File: config.mk
export PLATFORM = sky130hd
export DESIGN_NAME = bitplane_pingpong_buf
export DESIGN_NICKNAME = d
export VERILOG_FILES = /design/src/rtl/bpr_pkg.sv /design/src/rtl/bpr_addr_map.sv /design/src/rtl/bpr_bank.sv /design/src/rtl/bpr_ctrl.sv /design/src/rtl/bitplane_pingpong_buf.sv
export SDC_FILE = /design/constraint.sdc
export NUM_CORES = 2
export LEC_CHECK = 0
export CORE_AREA = 5 5 314 316
export CTS_CLUSTER_DIAMETER = 80
export DETAILED_ROUTE_END_ITERATION = 8
export DIE_AREA = 0 0 319 321
export HOLD_SLACK_MARGIN = 0.15
export PLACE_DENSITY = 0.75
export SLEW_MARGIN = 40
export SYNTH_ARGS = -nofsm -noshare
export SYNTH_HDL_FRONTEND = slang
export SYNTH_SLANG_ARGS = --single-unit
File: constraint.sdc
create_clock -name clk -period 2.5 [get_ports clk]
set_input_delay 0.375 -clock clk [delete_from_list [all_inputs] [get_ports clk]]
set_output_delay 0.375 -clock clk [all_outputs]
set_load 0.03 [all_outputs]
File: src/rtl/bpr_pkg.sv
package bpr_pkg;
    localparam int unsigned SIDE    = 8;
    localparam int unsigned WORD_W  = 9;
    localparam int unsigned BLK     = SIDE * SIDE;
    localparam int unsigned IDX_W   = $clog2(SIDE);
    localparam int unsigned ADDR_W  = $clog2(BLK);
    localparam int unsigned PLANE_W = $clog2(WORD_W);
    localparam int unsigned BANKS   = 2;

    // Location that a source index lands on: evens fill the low half,
    // odds fill the high half in mirrored order.
    function automatic logic [IDX_W-1:0] slot_of(input logic [IDX_W-1:0] j);
        int v;
        if (j[0]) v = (2 * SIDE - 1 - int'(j)) / 2;
        else      v = int'(j) / 2;
        return IDX_W'(v);
    endfunction

    typedef struct packed {
        logic               wr_sel;
        logic [ADDR_W-1:0]  wr_cnt;
        logic               rd_sel;
        logic [PLANE_W-1:0] plane;
        logic [BANKS-1:0]   full;
        logic               swap;
    } ctrl_t;
endpackage

File: src/rtl/bpr_addr_map.sv
module bpr_addr_map
    import bpr_pkg::*;
(
    input  logic [ADDR_W-1:0] raster,
    output logic [ADDR_W-1:0] slot
);
    logic [IDX_W-1:0] row, col;
    always_comb begin
        row  = raster[ADDR_W-1:IDX_W];
        col  = raster[IDX_W-1:0];
        slot = {slot_of(row), slot_of(col)};
    end
endmodule

File: src/rtl/bpr_bank.sv
module bpr_bank
    import bpr_pkg::*;
(
    input  logic               clk,
    input  logic               rst_n,
    input  logic               we,
    input  logic [ADDR_W-1:0]  waddr,
    input  logic [WORD_W-1:0]  wdata,
    input  logic [PLANE_W-1:0] rbit,
    output logic [BLK-1:0]     plane
);
    logic [WORD_W-1:0] mem_q [BLK];
    logic [WORD_W-1:0] mem_d [BLK];

    always_comb begin
        mem_d = mem_q;
        if (we) mem_d[waddr] = wdata;
    end

    always_ff @(posedge clk) begin
        if (!rst_n) begin
            for (int i = 0; i < int'(BLK); i++) mem_q[i] <= '0;
        end else begin
            mem_q <= mem_d;
        end
    end

    for (genvar a = 0; a < int'(BLK); a++) begin : g_lane
        assign plane[a] = mem_q[a][rbit];
    end
endmodule

File: src/rtl/bpr_ctrl.sv
module bpr_ctrl
    import bpr_pkg::*;
(
    input  logic               clk,
    input  logic               rst_n,
    input  logic               in_valid,
    input  logic               out_ready,
    output logic               in_ready,
    output logic               wr_fire,
    output logic               wr_sel,
    output logic [ADDR_W-1:0]  wr_cnt,
    output logic               rd_sel,
    output logic               out_valid,
    output logic [PLANE_W-1:0] out_bitidx,
    output logic               out_last,
    output logic               swap_pulse
);
    ctrl_t st_q, st_d;

    localparam logic [ADDR_W-1:0]  CNT_LAST   = ADDR_W'(BLK - 1);
    localparam logic [PLANE_W-1:0] PLANE_LAST = PLANE_W'(WORD_W - 1);

    always_comb begin
        in_ready   = !st_q.full[st_q.wr_sel];
        wr_fire    = in_valid && in_ready;
        out_valid  = st_q.full[st_q.rd_sel];
        out_last   = out_valid && (st_q.plane == PLANE_LAST);
        wr_sel     = st_q.wr_sel;
        wr_cnt     = st_q.wr_cnt;
        rd_sel     = st_q.rd_sel;
        out_bitidx = st_q.plane;
        swap_pulse = st_q.swap;

        st_d      = st_q;
        st_d.swap = 1'b0;
        if (wr_fire) begin
            st_d.wr_cnt = st_q.wr_cnt + 1'b1;
            if (st_q.wr_cnt == CNT_LAST) begin
                st_d.full[st_q.wr_sel] = 1'b1;
                st_d.wr_sel            = !st_q.wr_sel;
                st_d.swap              = 1'b1;
            end
        end
        if (out_valid && out_ready) begin
            if (st_q.plane == PLANE_LAST) begin
                st_d.plane             = '0;
                st_d.full[st_q.rd_sel] = 1'b0;
                st_d.rd_sel            = !st_q.rd_sel;
            end else begin
                st_d.plane = st_q.plane + 1'b1;
            end
        end
    end

    always_ff @(posedge clk) begin
        if (!rst_n) st_q <= '0;
        else        st_q <= st_d;
    end


    swap_has_data_chk: assert property (@(posedge clk) disable iff (!rst_n)
        swap_pulse |-> out_valid);

    plane_step_chk: assert property (@(posedge clk) disable iff (!rst_n)
        (out_valid && out_ready && !out_last) |=> (out_valid && out_bitidx == $past(out_bitidx) + 1'b1));

    last_wrap_chk: assert property (@(posedge clk) disable iff (!rst_n)
        (out_last && out_ready) |=> (out_bitidx == '0));

    hold_chk: assert property (@(posedge clk) disable iff (!rst_n)
        (out_valid && !out_ready) |=> (out_valid && $stable(out_bitidx)));

    stall_only_when_full_chk: assert property (@(posedge clk) disable iff (!rst_n)
        !in_ready |-> out_valid);
endmodule

File: src/rtl/bitplane_pingpong_buf.sv
module bitplane_pingpong_buf
    import bpr_pkg::*;
(
    input  logic              clk,
    input  logic              rst_n,
    input  logic              in_valid,
    input  logic [8:0]        in_data,
    output logic              in_ready,
    input  logic              out_ready,
    output logic              out_valid,
    output logic [63:0]       out_plane,
    output logic [3:0]        out_bitidx,
    output logic              out_last,
    output logic              swap_pulse
);
    logic               wr_fire, wr_sel, rd_sel;
    logic [ADDR_W-1:0]  wr_cnt, slot;
    logic [PLANE_W-1:0] bitidx;
    logic [BLK-1:0]     plane_w [BANKS];

    bpr_ctrl ctrl_i (
        .clk(clk), .rst_n(rst_n), .in_valid(in_valid), .out_ready(out_ready),
        .in_ready(in_ready), .wr_fire(wr_fire), .wr_sel(wr_sel), .wr_cnt(wr_cnt),
        .rd_sel(rd_sel), .out_valid(out_valid), .out_bitidx(bitidx),
        .out_last(out_last), .swap_pulse(swap_pulse)
    );

    bpr_addr_map map_i (.raster(wr_cnt), .slot(slot));

    for (genvar b = 0; b < int'(BANKS); b++) begin : g_bank
        bpr_bank bank_i (
            .clk(clk), .rst_n(rst_n),
            .we(wr_fire && (wr_sel == b[0])),
            .waddr(slot), .wdata(in_data), .rbit(bitidx),
            .plane(plane_w[b])
        );
    end

    assign out_plane  = plane_w[rd_sel];
    assign out_bitidx = bitidx;


    plane_hold_chk: assert property (@(posedge clk) disable iff (!rst_n)
        (out_valid && !out_ready) |=> $stable(out_plane));
endmodule

Word level (Yosys, flattened, before mapping)
Index checks and enable logic that the tools add are counted.
{"block": "totals", "ram_bits": 0, "latchBits": 0, "ff_bits": 1167, "input_bits": 13, "romBits": 0, "memories": 0}
{"block": "classes", "muxes": 278, "magnitude_cmp": 8, "n_div": 0, "addsub": 4, "n_bitwise": 6, "n_eq_ne": 2, "shift": 0, "reduce_logical": 14, "mul": 0}
{"cell": "576-bit bitwise mux", "n": 2}
{"cell": "1-bit binary-select mux with 4-bit select", "n": 128}
{"cell": "64-bit 2-to-1 mux", "n": 3}
{"cell": "1-bit 2-to-1 mux", "n": 134}
{"cell": "9-bit demux with 6-bit select", "n": 1}
{"cell": "3-bit 2-to-1 mux", "n": 4}
{"cell": "9-bit 2-to-1 mux", "n": 1}
{"cell": "1-bit logical AND", "n": 8}
{"cell": "4-bit by 3-bit subtractor with 4-bit output (first input constant)", "n": 2}
{"cell": "7-bit >= comparator (second input constant)", "n": 1}
{"cell": "7-bit by 1-bit < comparator with 1-bit output (second input constant)", "n": 1}
{"cell": "6-bit inverter with 7-bit output", "n": 1}
{"cell": "6-bit by 1-bit adder with 6-bit output (second input constant)", "n": 1}
{"cell": "6-bit equality test (second input constant)", "n": 1}
{"cell": "2-bit AND reduction", "n": 3}
{"cell": "4-bit by 5-bit < comparator with 1-bit output (second input constant)", "n": 1}
{"cell": "4-bit by 1-bit adder with 4-bit output (second input constant)", "n": 1}
{"cell": "4-bit equality test (second input constant)", "n": 1}
{"cell": "1-bit by 2-bit < comparator with 1-bit output (second input constant)", "n": 2}
{"cell": "2-bit 2-to-1 mux", "n": 2}
{"cell": "4-bit 2-to-1 mux", "n": 1}
{"cell": "1-bit zero test", "n": 3}
{"cell": "2-bit bitwise AND", "n": 1}
{"cell": "1-bit demux with 1-bit select", "n": 2}
{"cell": "6 further kinds", "n": 7}

Logic depth before layout (Yosys ltp)
{"block": "depth", "word_depth": 10, "mapped_depth": 9}

Hierarchy
A second synthesis with hierarchy kept.
{"block": "unflattened", "hier_cells": 6797, "area_unflattened_um2": 59020.4}
{"mod": "bpr_bank", "n_inst": 2, "cells_each": 3310, "area_each_um2": 28531.1}
{"mod": "bitplane_pingpong_buf", "n_inst": 1, "cells_each": 73, "area_each_um2": 1089.8}
{"mod": "bpr_ctrl", "n_inst": 1, "cells_each": 98, "area_each_um2": 818.3}
{"mod": "bpr_addr_map", "n_inst": 1, "cells_each": 6, "area_each_um2": 50.0}

Least setup slack after synthesis
Ideal clock, no wire load.
{"block": "synth_path", "kind": "register -> output", "startpoint": "reg ctrl_i.st_q (netlist bit ctrl_i.out_bitidx[0])", "endpoint": "out out_plane[17]", "stages_incl_launch_ff": 8, "slack_ps": -133, "arrival_ps": 2258, "required_time_ps": 2125, "path_buffers": 3, "cell_sequence": "dfxtp_1 > buf_2 > nor4b_2 > buf_2 > clkbuf_1 > a21o_1 > o22ai_1 > a211oi_1"}
{"block": "synth_between", "elab_chain_len": 5, "elab_cells_between_ends": 7, "cone_classes": "mux (7)"}
{"element": "from (decl)", "line_no": "bpr_ctrl.sv:18", "text": "ctrl_t st_q, st_d;"}
{"element": "from (signal assigned)", "line_no": "bpr_ctrl.sv:57", "text": "else st_q <= st_d;"}
{"element": "1-bit binary-select mux with 4-bit select", "line_no": "bpr_bank.sv:29", "text": "assign plane[a] = mem_q[a][rbit];"}
{"element": "1-bit 2-to-1 mux (implied by the code)", "line_no": "bpr_bank.sv:29"}
{"element": "64-bit 2-to-1 mux (implied by the code) (*) (3 in a row)", "line_no": "bitplane_pingpong_buf.sv:39", "text": "assign out_plane = plane_w[rd_sel];"}
{"element": "to (decl)", "line_no": "bitplane_pingpong_buf.sv:11", "text": "output logic [63:0] out_plane,"}
Mark *: on every way between the ends. The rest lies on a longest branch, timed or not. The select of a mux whose other input is x is not followed.

Worst setup path after layout
{"block": "layout_path", "startpoint": "reg ctrl_i.st_q (netlist bit ctrl_i.out_bitidx[3])", "endpoint": "out out_plane[58]"}
Same word-level chain as after synthesis.

==> results.json <==
{
  "crit_start": "ctrl_i.out_bitidx[3]$_SDFFE_PN0P_",
  "combPwrFrac": 0.038,
  "seqCellArea_mm2": 0.0234,
  "hold_viol_final": 0,
  "synthFlopType": "dfxtp_1",
  "crit_required_ns": 2.12,
  "ys_ff_latch": 1167,
  "fin_nets": 5269,
  "detail-route-antenna-nets": 0,
  "r2r-start": "ctrl_i.wr_cnt[1]$_SDFFE_PN0N_",
  "synthesis.area_mm2": 0.0520,
  "setup_slack_ns": -0.708,
  "synth_area_leaders": "dfxtp_1 45%, mux2i_1 27%, nor2_1 8.4%, mux4_2 5.6%, clkbuf_1 2.3%",
  "dp_cells": 6319,
  "seq_area_frac_synth": 0.450,
  "first_iter_violations": 3942,
  "postPlaceCellArea_mm2": 0.0573,
  "worst_setup_path_start_kind": "flip-flop",
  "fmax_mhz": 312,
  "dp_hpwl_mm": 84.7,
  "post-route-cell-area_mm2": 0.0646,
  "sequentialPowerShare": 0.487,
  "drive_gt1_frac": 0.226,
  "core_area_mm2": 0.0957,
  "intPower_mw": 29.8,
  "p_leak_nw": 27.8,
  "syn_area_per_cell_um2": 10.1,
  "switchingPower_mw": 8.54,
  "fp.dieW_um": 319,
  "cts_root_buf": "clkbuf_16",
  "grt_util_all_layers": 0.278,
  "htree_levels": 3,
  "rsz0062_at_grt": "true",
  "synth_top_area_share": 0.450,
  "endpoint_kind": "primary output",
  "async_reset_ff_frac": 0,
  "mostFrequentLayoutCells": "1376 x mux2i_1, 1163 x nor2_1, 1161 x dfxtp_1",
  "slew_violations": 0,
  "r2r_setup_slack_ns": 0.14,
  "yosys_warnings": 0,
  "cts_made_buffers": 114,
  "vias_per_cell": 6.09,
  "io_buffer_count": 84,
  "p_per_area_mw_per_mm2": 593,
  "floorplan.initialDensity": 0.543,
  "tns_ns": -38.84,
  "grt_overflow_total": 0,
  "fillCellCount": 6549,
  "dr.pass1.iters": 5,
  "grt_pass1_vias": 40000,
  "clock_sinks": 1167,
  "switching_share": 0.223,
  "wl_mm": 155,
  "hold_path_class": "input port to flip-flop",
  "areaGrowthSynthToFinish_pct": 24.4,
  "min_period_over_period": 1.28,
  "clockBufferDepth": 3,
  "grt_pass1_wl_mm": 230,
  "pin_count": 85,
  "syn_nets": 5158,
  "wire_per_inst_um": 23.4,
  "vdd_drop_max_mv": 0.506,
  "tightestPinTransition_ns": 0.713,
  "drc": 0,
  "violations": "negative setup slack",
  "num_rows": 114,
  "grt_max_degree": 115,
  "fin_skew_ns": 0.0320,
  "multi_input_area_mm2": 0.0284,
  "setup_viol": 64,
  "die-area_mm2": 0.102,
  "p_clk_frac": 0.475,
  "num_vias": 40300,
  "cp.arrival_ns": 2.83,
  "min_period_ns": 3.21,
  "layout_commonest_cell": "mux2i_1",
  "status": "finished with violations",
  "timing.slew.headroom": 0.524,
  "insertedDiodeCount": 0,
  "synthCells": 5141,
  "preCtsSetupSlack_ns": -0.105,
  "synth_top_cell_by_area": "dfxtp_1",
  "antenna_found_initial": 0,
  "yosysUniqueCellTypes": 47,
  "die_y_um": 321,
  "clkLatencyLatePin_ns": 0.71,
  "synth_edf_count": 0,
  "drv_cap": 0,
  "cts_tree": "done",
  "crit_type": "flip-flop to primary output",
  "clk_pin_slew_ns": 0.07,
  "utilization": 0.675,
  "min-delay-start": "in_data[6]",
  "place_congestion": 0.818,
  "crit_path_max_fanout": 7,
  "fin_cells": 6621
}
==> critical path: stages, from the launching register on <==
cell      delay [ns]
dfxtp_4         0.37
or3b_4          0.55
buf_12          0.21
buf_16          0.16
o22ai_4         0.16
o22ai_2         0.11
a211oi_2        0.26
buf_4           0.18
buf_12          0.11
==> power by group through the flow <==
stage / logic (mW) / clock network [mW] / registers [mW]
detailed placement: 1.42 / 0 / 19.1
finish: 1.47 / 18.2 / 18.6
global placement: 1.42 / 0 / 19.1
global route: 1.51 / 19.1 / 18.6
floorplan: 0.735 / 0 / 19.1
CTS: 1.43 / 18.3 / 18.6
==> logic make-up after synthesis <==
| kind of cell | synth area share |
|---|---|
| xor+xnor | 0.00152 |
| flops | 0.450 |
| compound gates | 0.0563 |
| buf+inv | 0.0461 |
| simple gates | 0.118 |
| mux | 0.327 |
| fa+ha+maj | 0.000963 |
==> through the flow <==
step | power, mW | hold WS (ns)
6_report | 38.3 | 0.190
5_1_grt | 39.2 | 0.193
4_1_cts | 38.4 | 0.157
3_5_place_dp | 20.5 | 0.467
3_3_place_gp | 20.5 | 0.461
2_1_floorplan | 19.8 | 0.449
==> cells in the mapped netlist, types with 10 or more instances <==
| library cell | instances |
|---|---|
| a211oi_1 | 63 |
| a21o_1 | 126 |
| and3_1 | 17 |
| buf_1 | 20 |
| buf_2 | 197 |
| buf_4 | 10 |
| clkbuf_1 | 314 |
| dfxtp_1 | 1167 |
| mux2i_1 | 1405 |
| mux4_2 | 130 |
| nand3_1 | 91 |
| nor2_1 | 1165 |
| nor3_1 | 162 |
| o22ai_1 | 149 |
| o22ai_2 | 40 |
==> timing repair <==
item	4_1_cts	5_1_grt
pin swaps	49	65
endpoints found under the hold margin	16	0
setup endpoints to repair	68	75
gates resized for setup	204	165
hold buffers	1	0
cloned	17	16
buffers inserted	36	29
==> final timing paths <==
check / to / cells past startpoint
max: out_plane[58] / 8
min reg2reg: ctrl_i.wr_cnt[1]$_SDFFE_PN0N_ / 2
max reg2reg: g_bank[1].bank_i.mem_q[555]$_SDFFE_PN0P_ / 8
min: g_bank[1].bank_i.mem_q[420]$_SDFFE_PN0P_ / 3
==> layer usage <==
layer	up-vias	share of wire	global-route usage
met1	20000	0.41	0.366
met2	1649	0.47	0.471
li1	18200	-	-
met5	-	0	0
met4	0	0.039	0.0974
met3	413	0.077	0.0419
==> state kept, by name, summed over array words and instances (netlist names) <==
| name | cells |
|---|---|
| ctrl_i.wr_cnt | 6 |
| ctrl_i.wr_sel | 1 |
| ctrl_i.swap_pulse | 1 |
| ctrl_i.rd_sel | 1 |
| ctrl_i.out_bitidx | 4 |
| g_bank.bank_i.mem_q | 1152 |
| ctrl_i.st_q | 2 |
==> area by class of cell <==
class,instances,area share
multi-input cells,3424,0.440
flip-flops and latches,1167,0.362
repair buffers,540,0.112
clock buffers,167,0.0516
well taps,1276,0.0247
clock inverters,42,0.00981
inverters,5,0.000445
(Power assumes the default switching activity.)
